$ cat config.mk
export PLATFORM = sky130hd
export DESIGN_NAME = mark_replay_fifo
export DESIGN_NICKNAME = d
export VERILOG_FILES = /design/src/rtl/mrf_pkg.sv /design/src/rtl/mrf_store.sv /design/src/rtl/mrf_ptr_ctrl.sv /design/src/rtl/mrf_flags.sv /design/src/rtl/mark_replay_fifo.sv
export SDC_FILE = /design/constraint.sdc
export NUM_CORES = 1
export LEC_CHECK = 0
export ABC_AREA = 1
export CAP_MARGIN = 20
export CORE_MARGIN = 2
export CORE_UTILIZATION = 42
export CTS_BUF_LIST = sky130_fd_sc_hd__clkbuf_2
export DETAILED_ROUTE_END_ITERATION = 10
export PLACE_DENSITY = 0.54
export SKIP_CTS_REPAIR_TIMING = 1
export SLEW_MARGIN = 25
export SYNTH_ARGS = -nofsm -noshare
export SYNTH_HDL_FRONTEND = slang
export SYNTH_SLANG_ARGS = --single-unit
$ cat constraint.sdc
create_clock -name clk -period 4.4 [get_ports clk]
set_input_delay 0.88 -clock clk [delete_from_list [all_inputs] [get_ports clk]]
set_output_delay 0.88 -clock clk [all_outputs]
set_load 0.1 [all_outputs]
$ cat src/rtl/mrf_pkg.sv
`timescale 1ns/1ps
package mrf_pkg;

  typedef enum logic {
    MODE_STD  = 1'b0,
    MODE_FWFT = 1'b1
  } out_mode_e;

  // distance from trail to lead on a ring of 2**pw positions
  function automatic logic [31:0] ring_gap(input logic [31:0] lead,
                                           input logic [31:0] trail,
                                           input int unsigned pw);
    logic [31:0] msk;
    msk = (32'd1 << pw) - 32'd1;
    return (lead - trail) & msk;
  endfunction

endpackage

$ cat src/rtl/mrf_store.sv
`timescale 1ns/1ps
module mrf_store #(
  parameter int DATA_W = 16,
  parameter int DEPTH  = 16,
  localparam int AW    = $clog2(DEPTH)
) (
  input  logic              clk,
  input  logic              we,
  input  logic [AW-1:0]     waddr,
  input  logic [DATA_W-1:0] wdata,
  input  logic [AW-1:0]     raddr,
  output logic [DATA_W-1:0] rword
);

  logic [DATA_W-1:0] mem [DEPTH];

  always_ff @(posedge clk) begin
    if (we) mem[waddr] <= wdata;
  end

  assign rword = mem[raddr];

endmodule

$ cat src/rtl/mrf_ptr_ctrl.sv
`timescale 1ns/1ps
module mrf_ptr_ctrl
  import mrf_pkg::*;
#(
  parameter int DEPTH    = 16,
  parameter int MIN_MARK = 4,
  localparam int PW      = $clog2(DEPTH) + 1
) (
  input  logic          clk,
  input  logic          rst_n,
  input  logic          wr_req,
  input  logic          rd_req,
  input  logic          mark_req,
  input  logic          rewind_req,
  output logic [PW-1:0] wr_ptr,
  output logic [PW-1:0] rd_ptr,
  output logic [PW-1:0] fill,
  output logic [PW-1:0] used,
  output logic          wr_fire,
  output logic          rd_fire
);

  localparam logic [PW-1:0] DEPTH_P = PW'(DEPTH);
  localparam logic [PW-1:0] MIN_P   = PW'(MIN_MARK);

  logic [PW-1:0] wr_q, rd_q, mk_q;
  logic          mk_on_q;

  // named events for the assertions
  logic rewind_fire, mark_fire, mark_reject, span_full;

  assign fill = PW'(ring_gap(32'(wr_q), 32'(rd_q), PW));
  assign used = mk_on_q ? PW'(ring_gap(32'(wr_q), 32'(mk_q), PW)) : fill;

  assign span_full   = (used == DEPTH_P);
  assign rewind_fire = rewind_req && mk_on_q;
  assign rd_fire     = rd_req && (fill != '0) && !rewind_fire;
  assign mark_fire   = mark_req && !rewind_fire && (fill >= MIN_P);
  assign mark_reject = mark_req && !rewind_fire && !mark_fire;
  assign wr_fire     = wr_req && !span_full;

  always_ff @(posedge clk) begin
    if (!rst_n) begin
      wr_q    <= '0;
      rd_q    <= '0;
      mk_q    <= '0;
      mk_on_q <= 1'b0;
    end else begin
      if (wr_fire) wr_q <= wr_q + 1'b1;
      if (rewind_fire)  rd_q <= mk_q;
      else if (rd_fire) rd_q <= rd_q + 1'b1;
      if (mark_fire) begin
        mk_q    <= rd_q;
        mk_on_q <= 1'b1;
      end
    end
  end

  assign wr_ptr = wr_q;
  assign rd_ptr = rd_q;

  assert_hold_no_overwrite_R7: assert property (@(posedge clk) disable iff (!rst_n)
    (mk_on_q && span_full) |=> $stable(wr_q));

  assert_rewind_loads_mark_R8: assert property (@(posedge clk) disable iff (!rst_n)
    rewind_fire |=> (rd_q == $past(mk_q)));

  assert_reject_keeps_mark_R6: assert property (@(posedge clk) disable iff (!rst_n)
    mark_reject |=> ($stable(mk_q) && $stable(mk_on_q)));

  assert_mark_takes_read_pos_R5: assert property (@(posedge clk) disable iff (!rst_n)
    mark_fire |=> (mk_on_q && (mk_q == $past(rd_q))));

  assert_no_underflow_R12: assert property (@(posedge clk) disable iff (!rst_n)
    ((fill == '0) && !rewind_fire) |=> $stable(rd_q));

endmodule

$ cat src/rtl/mrf_flags.sv
`timescale 1ns/1ps
module mrf_flags
  import mrf_pkg::*;
#(
  parameter int        DEPTH  = 16,
  parameter int        AE_OFS = 2,
  parameter int        AF_OFS = 2,
  parameter out_mode_e MODE   = MODE_STD,
  localparam int       PW     = $clog2(DEPTH) + 1
) (
  input  logic [PW-1:0] fill,
  input  logic [PW-1:0] used,
  output logic          status,
  output logic          full,
  output logic          half,
  output logic          aempty,
  output logic          afull
);

  localparam logic [PW-1:0] DEPTH_P = PW'(DEPTH);
  localparam logic [PW-1:0] HALF_P  = PW'(DEPTH / 2);
  localparam logic [PW-1:0] AE_P    = PW'(AE_OFS);
  localparam logic [PW-1:0] AF_P    = PW'(DEPTH - AF_OFS);

  assign status = (MODE == MODE_FWFT) ? (fill != '0) : (fill == '0);
  assign full   = (used == DEPTH_P);
  assign half   = (fill >= HALF_P);
  assign aempty = (fill <= AE_P);
  assign afull  = (used >= AF_P);

endmodule

$ cat src/rtl/mark_replay_fifo.sv
`timescale 1ns/1ps
module mark_replay_fifo
  import mrf_pkg::*;
#(
  parameter int        DATA_W   = 16,
  parameter int        DEPTH    = 16,
  parameter int        MIN_MARK = 4,
  parameter int        AE_OFS   = 2,
  parameter int        AF_OFS   = 2,
  parameter out_mode_e MODE     = MODE_STD
) (
  input  logic              clk,
  input  logic              rst_n,
  input  logic              wr_en,
  input  logic [DATA_W-1:0] wr_data,
  input  logic              rd_en,
  output logic [DATA_W-1:0] rd_data,
  input  logic              mark_req,
  input  logic              rewind_req,
  output logic              status_o,
  output logic              full_o,
  output logic              half_o,
  output logic              aempty_o,
  output logic              afull_o
);

  localparam int AW = $clog2(DEPTH);
  localparam int PW = AW + 1;

  logic [PW-1:0]     wr_ptr, rd_ptr, fill, used;
  logic              wr_fire, rd_fire;
  logic [DATA_W-1:0] head_word;

  mrf_ptr_ctrl #(.DEPTH(DEPTH), .MIN_MARK(MIN_MARK)) ptr_i (
    .clk(clk), .rst_n(rst_n),
    .wr_req(wr_en), .rd_req(rd_en),
    .mark_req(mark_req), .rewind_req(rewind_req),
    .wr_ptr(wr_ptr), .rd_ptr(rd_ptr),
    .fill(fill), .used(used),
    .wr_fire(wr_fire), .rd_fire(rd_fire)
  );

  mrf_store #(.DATA_W(DATA_W), .DEPTH(DEPTH)) store_i (
    .clk(clk), .we(wr_fire),
    .waddr(wr_ptr[AW-1:0]), .wdata(wr_data),
    .raddr(rd_ptr[AW-1:0]), .rword(head_word)
  );

  mrf_flags #(.DEPTH(DEPTH), .AE_OFS(AE_OFS), .AF_OFS(AF_OFS), .MODE(MODE)) flags_i (
    .fill(fill), .used(used),
    .status(status_o), .full(full_o), .half(half_o),
    .aempty(aempty_o), .afull(afull_o)
  );

  generate
    if (MODE == MODE_FWFT) begin : g_fwft
      assign rd_data = head_word;
    end else begin : g_std
      logic [DATA_W-1:0] dout_q;
      always_ff @(posedge clk) begin
        if (!rst_n)       dout_q <= '0;
        else if (rd_fire) dout_q <= head_word;
      end
      assign rd_data = dout_q;
    end
  endgenerate

  assert_full_drops_write_R4: assert property (@(posedge clk) disable iff (!rst_n)
    full_o |=> $stable(wr_ptr));

endmodule

==> reports/metrics.csv <==
stage,metric,value,unit
pwr,swShare,43.7,%
floorplan,die_w,173,µm
worst_hold_path,hold_depth,2,
global_routing,grt_pass1_wl,46300,µm
worst_setup_path,reg2reg_from,ptr_i.wr_ptr[0],
worst_setup_path,rr_worst_depth,14,
drt,drc_errors,0,
clock_tree,clock_sinks,288,
worst_setup_path,crit_path_max_fanout,7,
drt,postRouteAntennaNets,0,
clock_tree,root_buffer,clkbuf_2,
global_routing,grt_util_all_layers,20.3,%
drt,dr.pass1.iters,5,
worst_hold_path,hp-class,flip-flop to flip-flop,
pwr,irDropWorstVdd,0.379,mV
sta,slew-limit-headroom,31.0,%
sta,setup_viol,0,
clock_tree,tritoncts,yes,
clock_tree,cts_max_level,3,
sta,fmax,0.248,GHz
sta,rsz0062_at_grt,false,
worst_hold_path,hold_path_end,ptr_i.mk_q[1],
global_routing,grt_max_degree,100,
sta,slew_viol_final,0,
finish,fin_nets,1181,
global_routing,grt_pass1_vias,7908,
status,outcome,"finished, final reports clean",
placed_design,gp_congestion,0.806,
clock_tree,clk_latency,0.83,ns
floorplan,num_io_pins,43,
clock_tree,numCtsBuffers,74,
worst_hold_path,hp-start,ptr_i.mk_q[1],
finish,mostFrequentLayoutCells,"edfxtp_1 (256), nor2_1 (215), nand2_1 (124)",
drt,vias,8158,
sta,clock_skew,0.0846,ns
placed_design,dp_hpwl,17600,µm
drt,viasPerCell,5.20,
floorplan,core,27900,µm²
global_routing,antenna_found_initial,2,
synth,yosysSeqAreaShare,69.5,%
floorplan,die_area,29900,µm²
worst_setup_path,reg2reg_to,store_i.mem[12][3],
sta,hold_violations,0,
sta,tns,0,ns
worst_setup_path,worstSetupPathType,flip-flop to primary output,
synth,yosysWarnings,0,
worst_setup_path,cp-start-kind,flip-flop,
synth,ys_types,31,
floorplan,rows,61,
pwr,seqPwrFrac,36.6,%
placed_design,dp_slack,0.987,ns
pwr,netSwitchingPower,0.00393,W
pwr,p_leak,4.82,nW
placed_design,io_buffers,42,
sta,period_minus_slack,4.04,ns
drt,wirelength,30200,µm
pwr,power_density,664,nW/µm²
floorplan,initial_core_util,42.9,%
synth,synthCells,1059,
sta,holdWs,0.490,ns
clock_tree,clk_pin_slew_worst_paths,0.10,ns
sta,worst_slack,0.363,ns
flow_run,max_cap_viol_count,0,
synth,syn_area,12000,µm²
synth,synth_fp_nets,1096,
synth,ys_ff_latch,288,
finish,synthToLayoutAreaGrowth,13.0,%
pwr,p_int,0.00506,W
floorplan,die_y,173,µm
finish,drive_above_1_share,14.1,%
pwr,combPwrFrac,43.6,%
drt,drt_iter0_drc,606,
sta,worstMarginPinSlew,1.03,ns
finish,layout_commonest_cell,edfxtp_1,
global_routing,overflow,0,
worst_setup_path,endpoint_kind,primary output,
worst_setup_path,worstPathRequired,3.52,ns
sta,fin_crit_sh,91.7,%
drt,wl_per_cell,19.2,µm
pwr,pwr-share-clk,19.8,%
worst_setup_path,r2r_slack,1.06,ns
synth,synth.avg_cell_area,11.3,µm²
finish,post-route-util,48.5,%
clock_tree,clk_path_buf_depth,3,
worst_setup_path,startpoint,ptr_i.wr_ptr[0],
worst_setup_path,critPathArrivalTime,3.16,ns
-- how the worst max path moves through the flow --
stage / endpoint / slack (ns) / cells after the start
3_3_place_gp: store_i.mem[2][7] / 1.07 / 13
4_1_cts: aempty_o / 0.29 / 12
3_5_place_dp: store_i.mem[6][7] / 0.99 / 13
2_1_floorplan: aempty_o / 0.17 / 10
5_1_grt: aempty_o / 0.11 / 12
6_report: aempty_o / 0.36 / 12
-- cell families (layout without fill, tap and decap cells) --
group,count (synthesis),in the layout,synth area share [%]
AOI/OAI and AO/OA,214,214,9.96
xor gates and xnor gates,5,5,0.365
adders and majority gates,15,15,1.69
buffers and inverters,108,238,4.01
DFF,288,288,69.5
other,0,1,0
and+or+nand+nor,429,429,14.5
-- stage by stage --
step / std cells / instance area, µm² / total power [W]
floorplan: 1059 / 12000 / 0.00613
global placement: 1446 / 12900 / 0.00729
detailed placement: 1446 / 12900 / 0.00731
CTS: 1567 / 13500 / 0.00909
global route: 1568 / 13500 / 0.00961
finish: 1568 / 13500 / 0.00899
-- cell usage after synthesis --
library cell / count / area (µm²)
nor2_4: 2 / 22.5
o21ai_0: 108 / 541
nand3_2: 1 / 10.0
inv_1: 47 / 176
o21ai_1: 26 / 130
a21oi_1: 15 / 75.1
buf_4: 8 / 60.1
o21a_1: 1 / 7.51
clkbuf_1: 25 / 93.8
xnor2_1: 2 / 17.5
buf_2: 18 / 90.1
edfxtp_1: 256 / 7690
buf_6: 3 / 33.8
nor4_1: 1 / 6.26
nand2_2: 1 / 6.26
clkinv_1: 3 / 11.3
nor2_1: 227 / 852
nand3_1: 62 / 310
ha_1: 13 / 163
nand2_1: 124 / 465
o22ai_1: 32 / 200
xor2_1: 3 / 26.3
nand3b_1: 1 / 7.51
o211ai_1: 32 / 240
inv_2: 2 / 7.51
buf_1: 2 / 7.51
or2_2: 2 / 12.5
fa_1: 2 / 40.0
nor3_1: 5 / 25.0
nor2_2: 3 / 18.8
dfxtp_1: 32 / 641
-- layer usage --
metal | up-vias | part of all wire, % | global-route usage (%)
met5 | - | 0.040 | 0
met4 | 2 | 1.7 | 6.39
met3 | 45 | 5.9 | 4.57
met2 | 238 | 47 | 32.8
met1 | 3940 | 45 | 27.6
li1 | 3933 | - | -
-- sequential cells by signal (all words and copies together) (netlist names) --
register	cells
rd_data	16
ptr_i.rd_ptr	5
ptr_i.wr_ptr	5
ptr_i.mk_on_q	1
store_i.mem	256
ptr_i.mk_q	5
-- power by group through the flow --
stage | Sequential, W | Clock [W] | Combinational [W]
6_report | 0.00329 | 0.00178 | 0.00392
5_1_grt | 0.00331 | 0.00200 | 0.00430
4_1_cts | 0.00329 | 0.00184 | 0.00396
3_5_place_dp | 0.00335 | 0 | 0.00396
3_3_place_gp | 0.00335 | 0 | 0.00394
2_1_floorplan | 0.00369 | 0 | 0.00243
-- final cells by class --
cell class	count	area (µm²)
clock inverters	13	106
fillers	2609	14400
repair buffers	65	656
inverters	52	196
diodes	1	2.50
well taps	378	473
flip-flops and latches	288	8330
multi-input cells	663	3230
clock buffers	108	541
-- critical path, stage by stage (launching register included) --
cell	delay (ns)
dfxtp_1	0.36
inv_1	0.16
ha_1	0.17
inv_1	0.06
fa_1	0.43
nand3_1	0.14
nand2_1	0.08
nand2_1	0.09
nand2_1	0.05
a21oi_1	0.15
nand2_1	0.21
a21oi_1	0.29
buf_12	0.21
(Power assumes the default switching activity.)
